**config.mk**
```make
export PLATFORM = sky130hd
export DESIGN_NAME = csad_window
export DESIGN_NICKNAME = d
export VERILOG_FILES = /design/src/rtl/csad_pkg.sv /design/src/rtl/csad_lane_diff.sv /design/src/rtl/csad_tree.sv /design/src/rtl/csad_hsum.sv /design/src/rtl/csad_window.sv
export SDC_FILE = /design/constraint.sdc
export NUM_CORES = 1
export LEC_CHECK = 0
export ABC_AREA = 1
export BUFFER_PORTS_ARGS = -buffer_cell sky130_fd_sc_hd__buf_2
export CAP_MARGIN = 20
export CORE_AREA = 3 3 173 158
export DETAILED_ROUTE_END_ITERATION = 12
export DIE_AREA = 0 0 176 161
export GPL_ROUTABILITY_DRIVEN = 0
export PLACE_DENSITY = 0.67
export SLEW_MARGIN = 20
export SYNTH_ARGS = -nofsm -noshare
export SYNTH_HDL_FRONTEND = slang
export SYNTH_SLANG_ARGS = --single-unit
```
**constraint.sdc**
```tcl
create_clock -name clk -period 3.3 [get_ports clk]
set_input_delay 0.495 -clock clk [delete_from_list [all_inputs] [get_ports clk]]
set_output_delay 0.495 -clock clk [all_outputs]
set_load 0.02 [all_outputs]
```
**src/rtl/csad_pkg.sv**
```systemverilog
package csad_pkg;

  // Width of a sum of PIX_W-bit terms after `stages` summations over `lanes` terms each.
  function automatic int unsigned sum_width(input int unsigned pix_w,
                                            input int unsigned lanes,
                                            input int unsigned stages);
    return pix_w + stages * $clog2(lanes);
  endfunction

  // Largest value reachable by such a sum.
  function automatic int unsigned sum_bound(input int unsigned pix_w,
                                            input int unsigned lanes,
                                            input int unsigned stages);
    int unsigned b;
    b = (1 << pix_w) - 1;
    for (int unsigned s = 0; s < stages; s++) b = b * lanes;
    return b;
  endfunction

endpackage

```
**src/rtl/csad_lane_diff.sv**
```systemverilog
module csad_lane_diff #(
  parameter int unsigned PIX_W = 8,
  parameter int unsigned LANES = 5
) (
  input  logic                         clk,
  input  logic                         rst_n,
  input  logic                         in_valid,
  input  logic                         in_first,
  input  logic [LANES*PIX_W-1:0]       in_cur,
  input  logic [LANES*PIX_W-1:0]       in_ref,
  output logic                         out_valid,
  output logic                         out_first,
  output logic [LANES-1:0][PIX_W-1:0]  out_diff
);

  function automatic logic [PIX_W-1:0] absdiff(input logic [PIX_W-1:0] a,
                                               input logic [PIX_W-1:0] b);
    return (a >= b) ? (a - b) : (b - a);
  endfunction

  for (genvar i = 0; i < LANES; i++) begin : g_lane
    always_ff @(posedge clk) begin
      if (!rst_n) out_diff[i] <= '0;
      else if (in_valid)
        out_diff[i] <= absdiff(in_cur[i*PIX_W +: PIX_W], in_ref[i*PIX_W +: PIX_W]);
    end
  end

  always_ff @(posedge clk) begin
    if (!rst_n) begin
      out_valid <= 1'b0;
      out_first <= 1'b0;
    end else begin
      out_valid <= in_valid;
      out_first <= in_valid & in_first;
    end
  end

  AST_DIFF_VALID: assert property (@(posedge clk) disable iff (!rst_n)
    out_valid == $past(in_valid));

endmodule

```
**src/rtl/csad_tree.sv**
```systemverilog
module csad_tree #(
  parameter int unsigned IN_W  = 8,
  parameter int unsigned LANES = 5,
  parameter int unsigned OUT_W = 11
) (
  input  logic                        clk,
  input  logic                        rst_n,
  input  logic                        in_valid,
  input  logic                        in_first,
  input  logic [LANES-1:0][IN_W-1:0]  in_leaf,
  output logic                        out_valid,
  output logic                        out_first,
  output logic [OUT_W-1:0]            out_sum
);

  localparam int unsigned LEVELS = $clog2(LANES);
  localparam int unsigned N2     = 1 << LEVELS;
  localparam int unsigned BOUND  = csad_pkg::sum_bound(IN_W, LANES, 1);

  for (genvar l = 0; l <= LEVELS; l++) begin : g_lvl
    localparam int unsigned NODES = N2 >> l;
    logic [OUT_W-1:0] s [NODES];
    if (l == 0) begin : g_leaf
      for (genvar i = 0; i < NODES; i++) begin : g_n
        if (i < LANES) begin : g_use
          assign s[i] = OUT_W'(in_leaf[i]);
        end else begin : g_pad
          assign s[i] = '0;
        end
      end
    end else begin : g_add
      for (genvar i = 0; i < NODES; i++) begin : g_n
        always_ff @(posedge clk) begin
          if (!rst_n) s[i] <= '0;
          else        s[i] <= g_lvl[l-1].s[2*i] + g_lvl[l-1].s[2*i+1];
        end
      end
    end
  end

  logic [LEVELS-1:0] v_pipe;
  logic [LEVELS-1:0] f_pipe;

  always_ff @(posedge clk) begin
    if (!rst_n) begin
      v_pipe <= '0;
      f_pipe <= '0;
    end else begin
      v_pipe <= {v_pipe[LEVELS-2:0], in_valid};
      f_pipe <= {f_pipe[LEVELS-2:0], in_valid & in_first};
    end
  end

  assign out_valid = v_pipe[LEVELS-1];
  assign out_first = f_pipe[LEVELS-1];
  assign out_sum   = g_lvl[LEVELS].s[0];

  AST_TREE_STEP: assert property (@(posedge clk) disable iff (!rst_n)
    v_pipe[0] == $past(in_valid));
  AST_TREE_BOUND: assert property (@(posedge clk) disable iff (!rst_n)
    out_valid |-> (32'(out_sum) <= BOUND));

endmodule

```
**src/rtl/csad_hsum.sv**
```systemverilog
module csad_hsum #(
  parameter int unsigned LANES   = 5,
  parameter int unsigned STRIP_W = 11,
  parameter int unsigned SAD_W   = 14,
  parameter int unsigned BOUND   = 6375
) (
  input  logic               clk,
  input  logic               rst_n,
  input  logic               in_valid,
  input  logic               in_first,
  input  logic [STRIP_W-1:0] in_strip,
  output logic               out_valid,
  output logic               out_full,
  output logic [SAD_W-1:0]   out_sum
);

  localparam int unsigned CNT_W = $clog2(LANES + 1);

  logic [STRIP_W-1:0] dly [LANES];
  logic [SAD_W-1:0]   win_q;
  logic [CNT_W-1:0]   cnt_q;

  // Named internal events used by the datapath and the checks.
  logic [SAD_W-1:0]   win_base;
  logic [STRIP_W-1:0] strip_drop;
  logic [SAD_W-1:0]   win_nx;
  logic [CNT_W-1:0]   cnt_nx;
  logic               full_nx;

  always_comb begin
    win_base   = in_first ? '0 : win_q;
    strip_drop = in_first ? '0 : dly[LANES-1];
    win_nx     = win_base + SAD_W'(in_strip) - SAD_W'(strip_drop);
    if (in_first)                        cnt_nx = CNT_W'(1);
    else if (cnt_q == CNT_W'(LANES))     cnt_nx = cnt_q;
    else                                 cnt_nx = cnt_q + CNT_W'(1);
    full_nx = (cnt_nx == CNT_W'(LANES));
  end

  always_ff @(posedge clk) begin
    if (!rst_n) begin
      for (int k = 0; k < LANES; k++) dly[k] <= '0;
      win_q     <= '0;
      cnt_q     <= '0;
      out_full  <= 1'b0;
      out_valid <= 1'b0;
    end else begin
      out_valid <= in_valid;
      if (in_valid) begin
        dly[0] <= in_strip;
        for (int k = 1; k < LANES; k++) dly[k] <= in_first ? '0 : dly[k-1];
        win_q    <= win_nx;
        cnt_q    <= cnt_nx;
        out_full <= full_nx;
      end
    end
  end

  assign out_sum = win_q;

  AST_SUM_VALID: assert property (@(posedge clk) disable iff (!rst_n)
    out_valid == $past(in_valid));
  AST_NO_OVERFLOW: assert property (@(posedge clk) disable iff (!rst_n)
    out_valid |-> (32'(out_sum) <= BOUND));
  AST_LINE_RESTART: assert property (@(posedge clk) disable iff (!rst_n)
    (out_valid && $past(in_first)) |-> (out_sum == SAD_W'($past(in_strip))));
  AST_FIRST_NOT_FULL: assert property (@(posedge clk) disable iff (!rst_n)
    (out_valid && $past(in_first)) |-> !out_full);
  AST_IDLE_HOLD: assert property (@(posedge clk) disable iff (!rst_n)
    !in_valid |=> $stable(out_sum));

endmodule

```
**src/rtl/csad_window.sv**
```systemverilog
module csad_window #(
  parameter int unsigned PIX_W = 8,
  parameter int unsigned RAD   = 2,
  localparam int unsigned LANES   = 2 * RAD + 1,
  localparam int unsigned STRIP_W = csad_pkg::sum_width(PIX_W, LANES, 1),
  localparam int unsigned SAD_W   = csad_pkg::sum_width(PIX_W, LANES, 2)
) (
  input  logic                   clk,
  input  logic                   rst_n,
  input  logic                   col_valid,
  input  logic                   col_first,
  input  logic [LANES*PIX_W-1:0] col_cur,
  input  logic [LANES*PIX_W-1:0] col_ref,
  output logic                   sad_valid,
  output logic [SAD_W-1:0]       sad_out,
  output logic                   win_full
);

  localparam int unsigned WIN_BOUND = csad_pkg::sum_bound(PIX_W, LANES, 2);

  logic                        d_valid;
  logic                        d_first;
  logic [LANES-1:0][PIX_W-1:0] d_diff;
  logic                        t_valid;
  logic                        t_first;
  logic [STRIP_W-1:0]          t_strip;

  csad_lane_diff #(.PIX_W(PIX_W), .LANES(LANES)) u_diff (
    .clk(clk), .rst_n(rst_n),
    .in_valid(col_valid), .in_first(col_first),
    .in_cur(col_cur), .in_ref(col_ref),
    .out_valid(d_valid), .out_first(d_first), .out_diff(d_diff)
  );

  csad_tree #(.IN_W(PIX_W), .LANES(LANES), .OUT_W(STRIP_W)) u_tree (
    .clk(clk), .rst_n(rst_n),
    .in_valid(d_valid), .in_first(d_first), .in_leaf(d_diff),
    .out_valid(t_valid), .out_first(t_first), .out_sum(t_strip)
  );

  csad_hsum #(.LANES(LANES), .STRIP_W(STRIP_W), .SAD_W(SAD_W), .BOUND(WIN_BOUND)) u_hsum (
    .clk(clk), .rst_n(rst_n),
    .in_valid(t_valid), .in_first(t_first), .in_strip(t_strip),
    .out_valid(sad_valid), .out_full(win_full), .out_sum(sad_out)
  );

  AST_RESET_QUIET: assert property (@(posedge clk)
    !rst_n |=> (!sad_valid && !win_full && sad_out == '0));

endmodule

```
Word-level counts from Yosys, hierarchy flattened:

Memories as Yosys holds them, arrays and structs flattened.
Cells that the tools add are included.

* flip-flop bits (word level): 67
* output and inout bits: 16
* bits of input ports: 84
* bits in writable memories: 124
* memories: 4

Memory list
* u_hsum.dly: depth 5, bits a word 11, rd ports 5, clocked after Yosys merged registers in 0, wr ports 5, RTL line csad_hsum.sv:19 `logic [STRIP_W-1:0] dly [LANES];`
* u_tree.g_lvl[1].s: depth 4, bits a word 9, rd ports 4, clocked after Yosys merged registers in 0, wr ports 4, RTL line csad_tree.sv:22 `logic [OUT_W-1:0] s [NODES];`
* u_tree.g_lvl[2].s: depth 2, bits a word 11, rd ports 2, clocked after Yosys merged registers in 0, wr ports 2, RTL line csad_tree.sv:22
* u_tree.g_lvl[3].s: depth 1, bits a word 11, rd ports 1, clocked after Yosys merged registers in 0, wr ports 1, RTL line csad_tree.sv:22

* order comparisons: 5
* equality and inequality tests: 2
* bitwise operators: 13
* $add $sub $neg: 18
* reduce and logical (&&, ||, !) cells: 1
* multiplexer cells: 31

Operators by type and width (count)
* $mux 11: 13
* $sub 8x8->8: 10
* $ge 8x8->1: 5
* $mux 8: 5
* $mux 9: 4
* $add 11x11->11: 3
* $add 8x8->9: 2
* $add 14x11->14: 1
* $mux 14: 1
* $sub 14x11->14: 1
* $or 1x1->1: 11
* $reduce_or 11->1: 1
* $eq 3x3->1 const B: 2
* $mux 1: 6
* $mux 3: 2
* $add 3x1->3 const B: 1
* $and 1x1->1: 2

Logic depth before layout (Yosys ltp):

Gate-level depths: netlist of the first run.

* word-level depth: 4
* gate-level depth with buffers: 17

Modules after synthesis:

A second synthesis of the first run with hierarchy kept.

* cell total of the unflattened synthesis: 1830
* area total of the unflattened synthesis: 12802.3 um^2

Modules (own cells, without submodules)
* csad_lane_diff: cells each 957, area each 5759.3 um^2, sequential area each 840.8 um^2, times used 1
* csad_hsum: cells each 482, area each 4038.9 um^2, sequential area each 2031.9 um^2, times used 1
* csad_tree: cells each 391, area each 3004.1 um^2, sequential area each 1221.2 um^2, times used 1

Worst setup path after synthesis of the first run:

OpenSTA, ideal clock, no wires.

* path type: register -> register
* from: register u_tree.f_pipe[2]
* to: register u_hsum.win_q[10], in the netlist u_hsum.out_sum[10]
* stages on the path, launching flop included: 16
* required time: 3.187 ns
* library setup time: 0.113 ns
* buffers on the path: 1
* path slack: 0.818 ns
* data arrival time: 2.369 ns
* path through: dfxtp_1 inv_1 clkbuf_1 nand2_1 fa_1 fa_1 inv_1 nand3_1 nand2_1 nand2_1 nand2_1 nand2_1 nand2_1 nand2_1 nand3_1 nand2_1

* cells in the longest elaborated chain, start to end: 3

Ends and longest elaborated chain
* from (decl): RTL line csad_tree.sv:42 `logic [LEVELS-1:0] f_pipe;`
* from (signal assigned): RTL line csad_tree.sv:50 `f_pipe <= {f_pipe[LEVELS-2:0], in_valid & in_first};`
* $mux 14: RTL line csad_hsum.sv:31 `win_base = in_first ? '0 : win_q;`
* $add 14x11->14: RTL line csad_hsum.sv:33 `win_nx = win_base + SAD_W'(in_strip) - SAD_W'(strip_drop);`
* $sub 14x11->14 *: RTL line csad_hsum.sv:33
* to (signal assigned): RTL line csad_hsum.sv:52 `win_q <= win_nx;`
* to (decl): RTL line csad_hsum.sv:20 `logic [SAD_W-1:0] win_q;`

Every way passes the cells marked *; elsewhere a longest branch is shown, timed or not.
A chain may end at the register's enable or synchronous reset.

Worst setup path in the final report of the first run:

Ends and elaborated chain as after synthesis.

==> reports/metrics.yaml, run 1 <==
run_status:
  status: "complete, no violations"
route:
  drtAntennaViolNets: 0
  routed_wl_um: 25900
  drt_iter0_drc: 582
  drt_pre_antenna_iters: 6
  route.detailed.drc: 0
  wl_per_cell_um: 11.3
  avgViaCountPerCell: 4.79
  vias: 11000
synth:
  avgSynthCellArea_sq_um: 6.93
  synth_area_sq_mm: 0.0127
  yosysSeqAreaShare: 0.322
  ys_ff_latch: 177
  synthCells: 1835
  synth_edf_count: 55
  async_flop_share: 0
  synth_ff_type: "dfxtp_1"
  syn-num-nets: 2068
  ys_types: 42
  yosys_warnings: 0
setup_path:
  startpoint_type: "register"
  crit_chain: "inv_1 > nand2_1 > fa_1 > fa_1 > inv_1 > nand3_1 > nand2_1 > nand2_1 > nand2_1 > nand2_1 > nand2_1 > nand2_1 > nand3_1 > nand2_1"
  cp_max_fo: 16
  slowest_stage: "fa_1"
  worstSetupPathType: "register to register"
  crit_family: "adder cells"
  max_stage_delay_ns: 0.52
  cp_num_buf_inv: 2
  worst_ep_arrival_time_ns: 3.00
  required_ns: 3.62
  cpMostUsedCell: "nand2_1"
  crit_path_end_kind: "register"
global_routing:
  met3_usage: 0.0256
  antenna_found_initial: 1
  grt_max_degree: 43
  gr-usage-met2: 0.301
  grt-ovfl-total: 0
  grt_pass1_vias: 10100
  track_usage: 0.186
  grt_pass1_wl_um: 45000
  busiest_layer: "met2"
  use_met1: 0.268
timing:
  fin_crit_sh: 0.812
  worst_slew_pin_slew_ns: 0.648
  max_slew_margin: 0.567
  setup_ws_ns: 0.621
  clock_skew_ns: 0.00798
  max_freq_mhz: 373
  grt_setup_unrepaired: "no"
  maxSlewViolCount: 0
  hold_viol: 0
  setup-tns-final_ns: 0
  setup_viol: 0
  fin_crit_ns: 2.68
clocking:
  numClockSinks: 177
  post_cts_buffers: 0
  h-tree-depth: 4
  clkTransAtPathRegs_ns: 0.07
  cts-hold-fix-buffers: 0
  clockRootBuffer: "clkbuf_16"
  tritoncts: "done"
  ctsResizeCount: 0
  clockBufferDepth: 2
  clk_latency_ns: 0.42
  numCtsBuffers: 17
final_layout:
  final_common_cell: "nand2_1"
  final_nets: 2164
  antenna_cells: 0
  area_growth_syn_to_layout_pct: 11.0
  n_fill_cell: 2508
  layout_common_cells: "nand2_1 (533), inv_1 (405), nand3_1 (157)"
  stdcell_count: 2292
  drive_gt1_frac: 0.0936
min_path:
  hp-class: "primary input to register"
die:
  fp.dieW_um: 176
  die-area_sq_mm: 0.0283
  ios: 100
  start_util: 0.492
  die_h_um: 161
  num_rows: 56
  core_sq_mm: 0.0259
power:
  ir_drop_mv: 0.279
  power_density_mw_per_mm2: 424
  power.leakage_uw: 0.00802
  finalPower_uw: 5980
run:
  drv_cap: 0
place:
  io_buffers: 99
  hpwl_um: 20600
  dp.cells: 2260
  post-place-ws_ns: 0.658
## cells in the mapped netlist (9+ instances only)
cell type  number  share of area
nand2_1       533           0.16
inv_1         406           0.12
nand3_1       157          0.062
nor2_1        139          0.041
ha_1          124           0.12
dfxtp_1       122           0.19
a21oi_1        91          0.036
edfxtp_1       55           0.13
o21ai_0        40          0.016
fa_1           25          0.039
xor2_1         16          0.011
nand4_1        14         0.0069
buf_2          11         0.0043
nand3_2         9         0.0071
## cells by family (layout without fill, tap and decap cells)
group	Yosys count	count (layout)	share of synthesized area
and+or+nand+nor	879	879	0.293
xor gates and xnor gates	17	17	0.0117
buffers and inverters	444	553	0.135
DFF	177	177	0.322
adders and majority gates	149	149	0.161
AOI/OAI and AO/OA	169	169	0.0769
## per-stage QoR
step | utilization | hold WS, ns | area [sq um]
after floorplan | - | 0.390 | 12700
final | 0.546 | 0.301 | 14100
after global placement | 0.524 | 0.395 | 13500
after global routing | 0.546 | 0.342 | 14100
after CTS | 0.546 | 0.297 | 14100
after detailed placement | 0.524 | 0.396 | 13600
## cell type report
type	count	area (sq um)	share of cell area
clock inverter	15	134	0.00948
sequential	177	4090	0.290
clock buffer	17	425	0.0301
multi-input combinational	1214	6900	0.489
timing repair buffer	108	576	0.0408
tap	348	435	0.0308
inverter	413	1550	0.110
## path summary, 6_finish.rpt
kind                                     from  slack, ns                         endpoint  depth (start not counted)
hold reg to reg   u_diff.out_first$_SDFF_PN0_       0.41      u_tree.f_pipe[0]$_SDFF_PN0_                          2
hold / removal                      col_first       0.30      u_diff.out_first$_SDFF_PN0_                          3
setup / recovery  u_tree.f_pipe[2]$_SDFF_PN0_       0.62  u_hsum.out_sum[10]$_SDFFE_PN0P_                         14
setup reg to reg  u_tree.f_pipe[2]$_SDFF_PN0_       0.62  u_hsum.out_sum[10]$_SDFFE_PN0P_                         14
## flip-flops by register name, indices dropped and copies added, names as in the netlist
| register | flops |
|---|---|
| u_tree.g_lvl.s | 55 |
| u_diff.out_first | 1 |
| u_diff.out_valid | 1 |
| u_hsum.out_sum | 14 |
| u_hsum.cnt_q | 3 |
| u_hsum.out_valid | 1 |
| u_tree.v_pipe | 3 |
| u_hsum.dly | 55 |
| u_tree.f_pipe | 3 |
| u_diff.out_diff | 40 |
| u_hsum.out_full | 1 |
## worst register-to-register path, delay by kind of cell (launching register included)
family	cells	cell delay [ns]
adder cells (fa/ha/maj)	2	0.96
AND/OR/NAND/NOR	10	0.85
buffers and inverters	2	0.48
flip-flops	1	0.31
## metal layers
layer  up-vias  share of wire
met5         -        0.00050
met4         2         0.0081
met3        20          0.043
met2       226           0.44
met1      4883           0.50
li1       5842              -
## power breakdown
part / switching, uW / internal [uW]
Sequential: 77.7 / 2410
Clock: 855 / 1050
Combinational: 1020 / 581
(Power assumes the default switching activity.)
==> run 2: changes to the inputs <==
Clock period 3.3 ns to 2.75 ns, I/O delays scaled along.
==> run 2 against run 1 <==
  * Total power increased by 21%
  * Sequential power up 20%
  * Sequential cell count unchanged
  * Highest routed layer unchanged
==> reports/metrics.yaml, run 2 (synthesis gave the netlist of run 1 again) <==
timing:
  clock_skew_ns: 0.0146  # +0.00666 ns
  max_slew_margin: 0.381  # -0.186
  grt_setup_unrepaired: "no"
  setup_viol: 0  # unchanged
  setup-tns-final_ns: 0  # unchanged
  maxSlewViolCount: 0  # unchanged
  fin_crit_sh: 0.886  # +0.0742
  max_freq_mhz: 410  # +9.9%
  hold_viol: 0  # unchanged
  holdWs_ns: 0.206  # -0.0952 ns
  worst_slew_pin_slew_ns: 0.928  # +0.280 ns
  fin_crit_ns: 2.44  # -0.242 ns
route:
  avgViaCountPerCell: 4.77  # -0.37%
  drt_pre_antenna_iters: 7  # +1
  wl_per_cell_um: 11.5  # +1.5%
  routed_wl_um: 26200  # +1.4%
  drt_iter0_drc: 523  # -10%
  drtAntennaViolNets: 0  # unchanged
  vias: 10900  # -0.41%
  route.detailed.drc: 0  # unchanged
global_routing:
  grt_pass1_wl_um: 45700  # +1.5%
  grt-ovfl-total: 0  # unchanged
  antenna_found_initial: 1  # unchanged
  grt_pass1_vias: 10200  # +0.71%
  grt_max_degree: 59  # +37%
  track_usage: 0.189  # +0.00312
place:
  io_buffers: 99  # unchanged
  dp.cells: 2259  # -0.044%
  hpwl_um: 20600  # +0.17%
final_layout:
  area_growth_syn_to_layout_pct: 11.0  # unchanged
  n_fill_cell: 2508  # unchanged
  drive_gt1_frac: 0.0942  # +0.000563
  antenna_cells: 0  # unchanged
  final_nets: 2163  # -0.046%
  reg.largest.list: "u_hsum.dly (55), u_tree.g_lvl.s (55), u_diff.out_diff (40)"
  layout_common_cells: "nand2_1 (533), inv_1 (404), nand3_1 (157)"
  final_common_cell: "nand2_1"
  stdcell_count: 2291  # -0.044%
setup_path:
  required_ns: 3.08  # -0.54 ns
  crit_path_end_kind: "register"
  worstSetupPathType: "register to register"
  timing.rr.start: "u_tree.f_pipe[2]$_SDFF_PN0_"
  startpoint_type: "register"
  cp_max_fo: 12  # -4
  startpoint: "u_tree.f_pipe[2]$_SDFF_PN0_"
  worst_ep_arrival_time_ns: 2.77  # -0.23 ns
clocking:
  clkTransAtPathRegs_ns: 0.07  # about the same
  tritoncts: "done"
  clockRootBuffer: "clkbuf_16"
  clockBufferDepth: 2  # unchanged
  numCtsBuffers: 17  # unchanged
  cts-hold-fix-buffers: 0  # unchanged
  numClockSinks: 177  # unchanged
  clk_latency_ns: 0.43  # about the same
  h-tree-depth: 4  # unchanged
run:
  drv_cap: 0  # unchanged
die:
  start_util: 0.492  # unchanged
  fp.dieW_um: 176  # unchanged
  num_rows: 56  # unchanged
  ios: 100  # unchanged
  die_h_um: 161  # unchanged
  die-area_sq_mm: 0.0283  # unchanged
  core_sq_mm: 0.0259  # unchanged
power:
  power.leakage_uw: 0.00800  # -0.15%
  ir_drop_mv: 0.379  # +36%
  finalPower_uw: 7250  # +21%
  power_density_mw_per_mm2: 513  # +21%
min_path:
  min_from: "col_first"
  hp-class: "primary input to register"
run_status:
  status: "complete, no violations"
## run 2: changes by cell type in the layout (fill, tap and decap cells not counted)
cell | before | now
clkinvlp_2 | 2 | 0
clkinv_4 | 4 | 2
clkinvlp_4 | 0 | 4
buf_12 | 1 | 0
inv_1 | 405 | 404
clkinv_1 | 3 | 2
clkinv_8 | 0 | 1
inv_6 | 4 | 5
## run 2: worst max-delay path: stages (launching register included)
cell and delay (ns):
dfxtp_1 0.32, buf_4 0.18, nor2_1 0.16, fa_1 0.48, fa_1 0.43, inv_1 0.09, nand3_1 0.06, nand2_1 0.15
nand2_1 0.07, nand2_1 0.10, nand2_1 0.08, nand2_1 0.07, nand2_1 0.04, nand3_1 0.06, nand2_1 0.05
## run 2: layout make-up
cell class	instances	area, sq um	share of cell area
clock buffer	17	425	0.0301
clock inverter	15	153	0.0108
inverter	413	1550	0.110
multi-input combinational	1214	6900	0.489
sequential	177	4090	0.290
tap	348	435	0.0308
timing repair buffer	107	556	0.0394
## run 2: routing by layer
metal / share of wire / up-vias / global-route usage
li1: - / 5849 / -
met3: 0.047 / 22 / 0.0327
met1: 0.49 / 4846 / 0.264
met5: 0.00050 / - / 0
met4: 0.0083 / 2 / 0.0309
met2: 0.45 / 209 / 0.316
## run 2: worst paths after layout
| kind | end | slack (ns) | cells after the start |
|---|---|---|---|
| max | u_hsum.out_sum[10]$_SDFFE_PN0P_ | 0.31 | 14 |
| min reg2reg | u_tree.f_pipe[0]$_SDFF_PN0_ | 0.41 | 2 |
| max reg2reg | u_hsum.out_sum[10]$_SDFFE_PN0P_ | 0.31 | 14 |
| min | u_diff.out_first$_SDFF_PN0_ | 0.21 | 3 |
## run 2: stage by stage
step / area (sq um) / setup WS (ns) / util
final: 14100 / 0.313 / 0.546
after global routing: 14100 / 0.102 / 0.546
after CTS: 14100 / 0.194 / 0.546
after detailed placement: 13500 / 0.217 / 0.524
after global placement: 13500 / 0.259 / 0.524
after floorplan: 12700 / 0.268 / -
## run 2: power by group
| part | switching, uW | internal [uW] | leakage (uW) | total, uW |
|---|---|---|---|---|
| logic | 1230 | 695 | 0.00616 | 1930 |
| clock network | 1070 | 1270 | 0.000270 | 2340 |
| registers | 92.7 | 2890 | 0.00157 | 2980 |
| total | 2390 | 4850 | 0.00800 | 7250 |
## run 2: what timing repair did
| item | 4_1_cts | 5_1_grt |
|---|---|---|
| endpoints found under the setup margin | 0 | 1 |
| buffers inserted | 0 | 0 |
| resized for setup | 0 | 1 |
==> run 3: changes to the inputs <==
Settings changed: SETUP_SLACK_MARGIN set to 0.4.
Clock period 2.75 ns to 3.1 ns, I/O delays scaled along.
==> run 3 against run 2 <==
  * Combinational power is 12% lower
  * Fmax fell by 4.3%
  * Clock power shrank 2%
  * Setup slack better by 0.24 ns
  * Total power decreased by 8.4%
  * Largest cell class unchanged
  * Highest routed layer unchanged
==> reports/metrics.yaml, run 3 (synthesis gave the netlist of run 1 again) <==
setup_path:
  crit_path_end_kind: "register"
  worstSetupPathType: "register to register"
  cpMostUsedCell: "nand2_1"
  startpoint_type: "register"
  slowest_stage: "fa_1"
  timing.rr.start: "u_tree.f_pipe[2]$_SDFF_PN0_"
  reg2reg_depth: 14  # unchanged
  rrSetupSlack_ns: 0.55  # +0.24 ns
  cp_max_fo: 12  # unchanged
  crit_chain: "buf_4 > nor2_1 > fa_1 > fa_1 > inv_1 > nand3_1 > nand2_1 > nand2_1 > nand2_1 > nand2_1 > nand2_1 > nand2_1 > nand3_1 > nand2_1"
  worst_ep_arrival_time_ns: 2.87  # +0.10 ns
  rr_endpoint: "u_hsum.out_sum[10]$_SDFFE_PN0P_"
  max_stage_delay_ns: 0.52  # +0.04 ns
  required_ns: 3.42  # +0.34 ns
clocking:
  clk_latency_ns: 0.43  # about the same
  tritoncts: "done"
  clockRootBuffer: "clkbuf_16"
  h-tree-depth: 4  # unchanged
  clockBufferDepth: 2  # unchanged
  cts-hold-fix-buffers: 0  # unchanged
  numCtsBuffers: 17  # unchanged
  clkTransAtPathRegs_ns: 0.07  # about the same
  numClockSinks: 177  # unchanged
die:
  die-area_sq_mm: 0.0283  # unchanged
  die_h_um: 161  # unchanged
  ios: 100  # unchanged
  core_sq_mm: 0.0259  # unchanged
  start_util: 0.492  # unchanged
  fp.dieW_um: 176  # unchanged
  num_rows: 56  # unchanged
final_layout:
  area_growth_syn_to_layout_pct: 11.8
  final_nets: 2166  # +0.14%
  layout_common_cells: "nand2_1 (533), inv_1 (404), nand3_1 (157)"
  final_common_cell: "nand2_1"
  reg.largest.list: "u_hsum.dly (55), u_tree.g_lvl.s (55), u_diff.out_diff (40)"
  n_fill_cell: 2513  # +0.20%
  drive_gt1_frac: 0.0956  # +0.00140
  antenna_cells: 0  # unchanged
global_routing:
  track_usage: 0.188  # -0.00104
  grt_max_degree: 68  # +15%
  grt_pass1_vias: 10200  # +0.48%
  grt_pass1_wl_um: 45500  # -0.53%
  grt-ovfl-total: 0  # unchanged
  antenna_found_initial: 1  # unchanged
timing:
  clock_skew_ns: 0.00645  # -0.00819 ns
  maxSlewViolCount: 0  # unchanged
  fin_crit_ns: 2.55  # +0.110 ns
  hold_viol: 0  # unchanged
  grt_setup_unrepaired: "yes"
  holdWs_ns: 0.269  # +0.0632 ns
  setup-tns-final_ns: 0  # unchanged
  max_freq_mhz: 393  # -4.3%
  max_slew_margin: 0.549  # +0.168
  worst_slew_pin_slew_ns: 0.675  # -0.252 ns
  fin_crit_sh: 0.822  # -0.0645
  setup_viol: 0  # unchanged
min_path:
  min_path_cells: 3  # unchanged
  hp-class: "primary input to register"
  hold-path-endpoint: "u_diff.out_first$_SDFF_PN0_"
  min_from: "col_first"
power:
  ir_drop_mv: 0.277  # -27%
  power_density_mw_per_mm2: 467  # -9.1%
  power.leakage_uw: 0.00806  # +0.68%
place:
  io_buffers: 99  # unchanged
  hpwl_um: 20300  # -1.6%
route:
  avgViaCountPerCell: 4.71  # -1.3%
  route.detailed.drc: 0  # unchanged
  drt_pre_antenna_iters: 5  # -2
  vias: 10800  # -1.2%
  drt_iter0_drc: 570  # +9.0%
  routed_wl_um: 26000  # -1.0%
  wl_per_cell_um: 11.3  # -1.1%
  drtAntennaViolNets: 0  # unchanged
run:
  drv_cap: 0  # unchanged
run_status:
  status: "complete, no violations"
## run 3: worst max path at each step
stage / from / slack, ns / endpoint / cells after the start
floorplan: u_tree.f_pipe[2]$_SDFF_PN0_ / 0.62 / u_hsum.out_sum[10]$_SDFFE_PN0P_ / 15
detailed placement: u_tree.f_pipe[2]$_SDFF_PN0_ / 0.39 / u_hsum.out_sum[10]$_SDFFE_PN0P_ / 14
global placement: u_tree.f_pipe[2]$_SDFF_PN0_ / 0.53 / u_hsum.out_sum[10]$_SDFFE_PN0P_ / 14
finish: u_tree.f_pipe[2]$_SDFF_PN0_ / 0.55 / u_hsum.out_sum[10]$_SDFFE_PN0P_ / 14
CTS: u_tree.f_pipe[2]$_SDFF_PN0_ / 0.43 / u_hsum.out_sum[10]$_SDFFE_PN0P_ / 14
global route: u_tree.f_pipe[2]$_SDFF_PN0_ / 0.38 / u_hsum.out_sum[10]$_SDFFE_PN0P_ / 14
## run 3: layout make-up
cell class / count / area (sq um) / area share
repair buffers: 110 / 591 / 0.0415
well taps: 348 / 435 / 0.0306
clock buffers: 18 / 429 / 0.0302
multi-input cells: 1214 / 6910 / 0.486
clock inverters: 14 / 204 / 0.0143
flip-flops and latches: 177 / 4090 / 0.288
inverters: 413 / 1550 / 0.109
## run 3: critical path: cells and delay by family (launching register included)
family                   cells  cell delay [ns]
adder cells (fa/ha/maj)      2             0.95
buffers and inverters        2             0.30
flip-flops                   1             0.37
AND/OR/NAND/NOR             10             0.81
## run 3: report_power, final
group	total [uW]	internal, uW	switching [uW]
combinational	1700	618	1090
sequential	2640	2560	81.2
clock	2290	1370	922
total	6630	4550	2090
## run 3: layer usage
layer,track usage,share of wire,routed length (um)
met5,0,0.00050,13
met4,0.0414,0.0087,227
met3,0.0268,0.036,923
met2,0.307,0.44,11500
met1,0.268,0.51,13300
## run 3: repair_timing
item / 4_1_cts / 5_1_grt
pin swaps: 0 / 0
gates resized for setup: 1 / 1
setup buffers: 0 / 3
setup endpoints to repair: 1 / 5
## run 3: through the flow
| step | total power [uW] | instance area [sq um] | cells | worst slack, ns | util |
|---|---|---|---|---|---|
| global route | 7070 | 14200 | 2294 | 0.377 | 0.550 |
| CTS | 6680 | 14200 | 2291 | 0.434 | 0.549 |
| finish | 6630 | 14200 | 2294 | 0.553 | 0.550 |
| global placement | 4350 | 13600 | 2259 | 0.532 | 0.524 |
| floorplan | 3970 | 12700 | 1835 | 0.618 | - |
| detailed placement | 4380 | 13600 | 2259 | 0.393 | 0.524 |
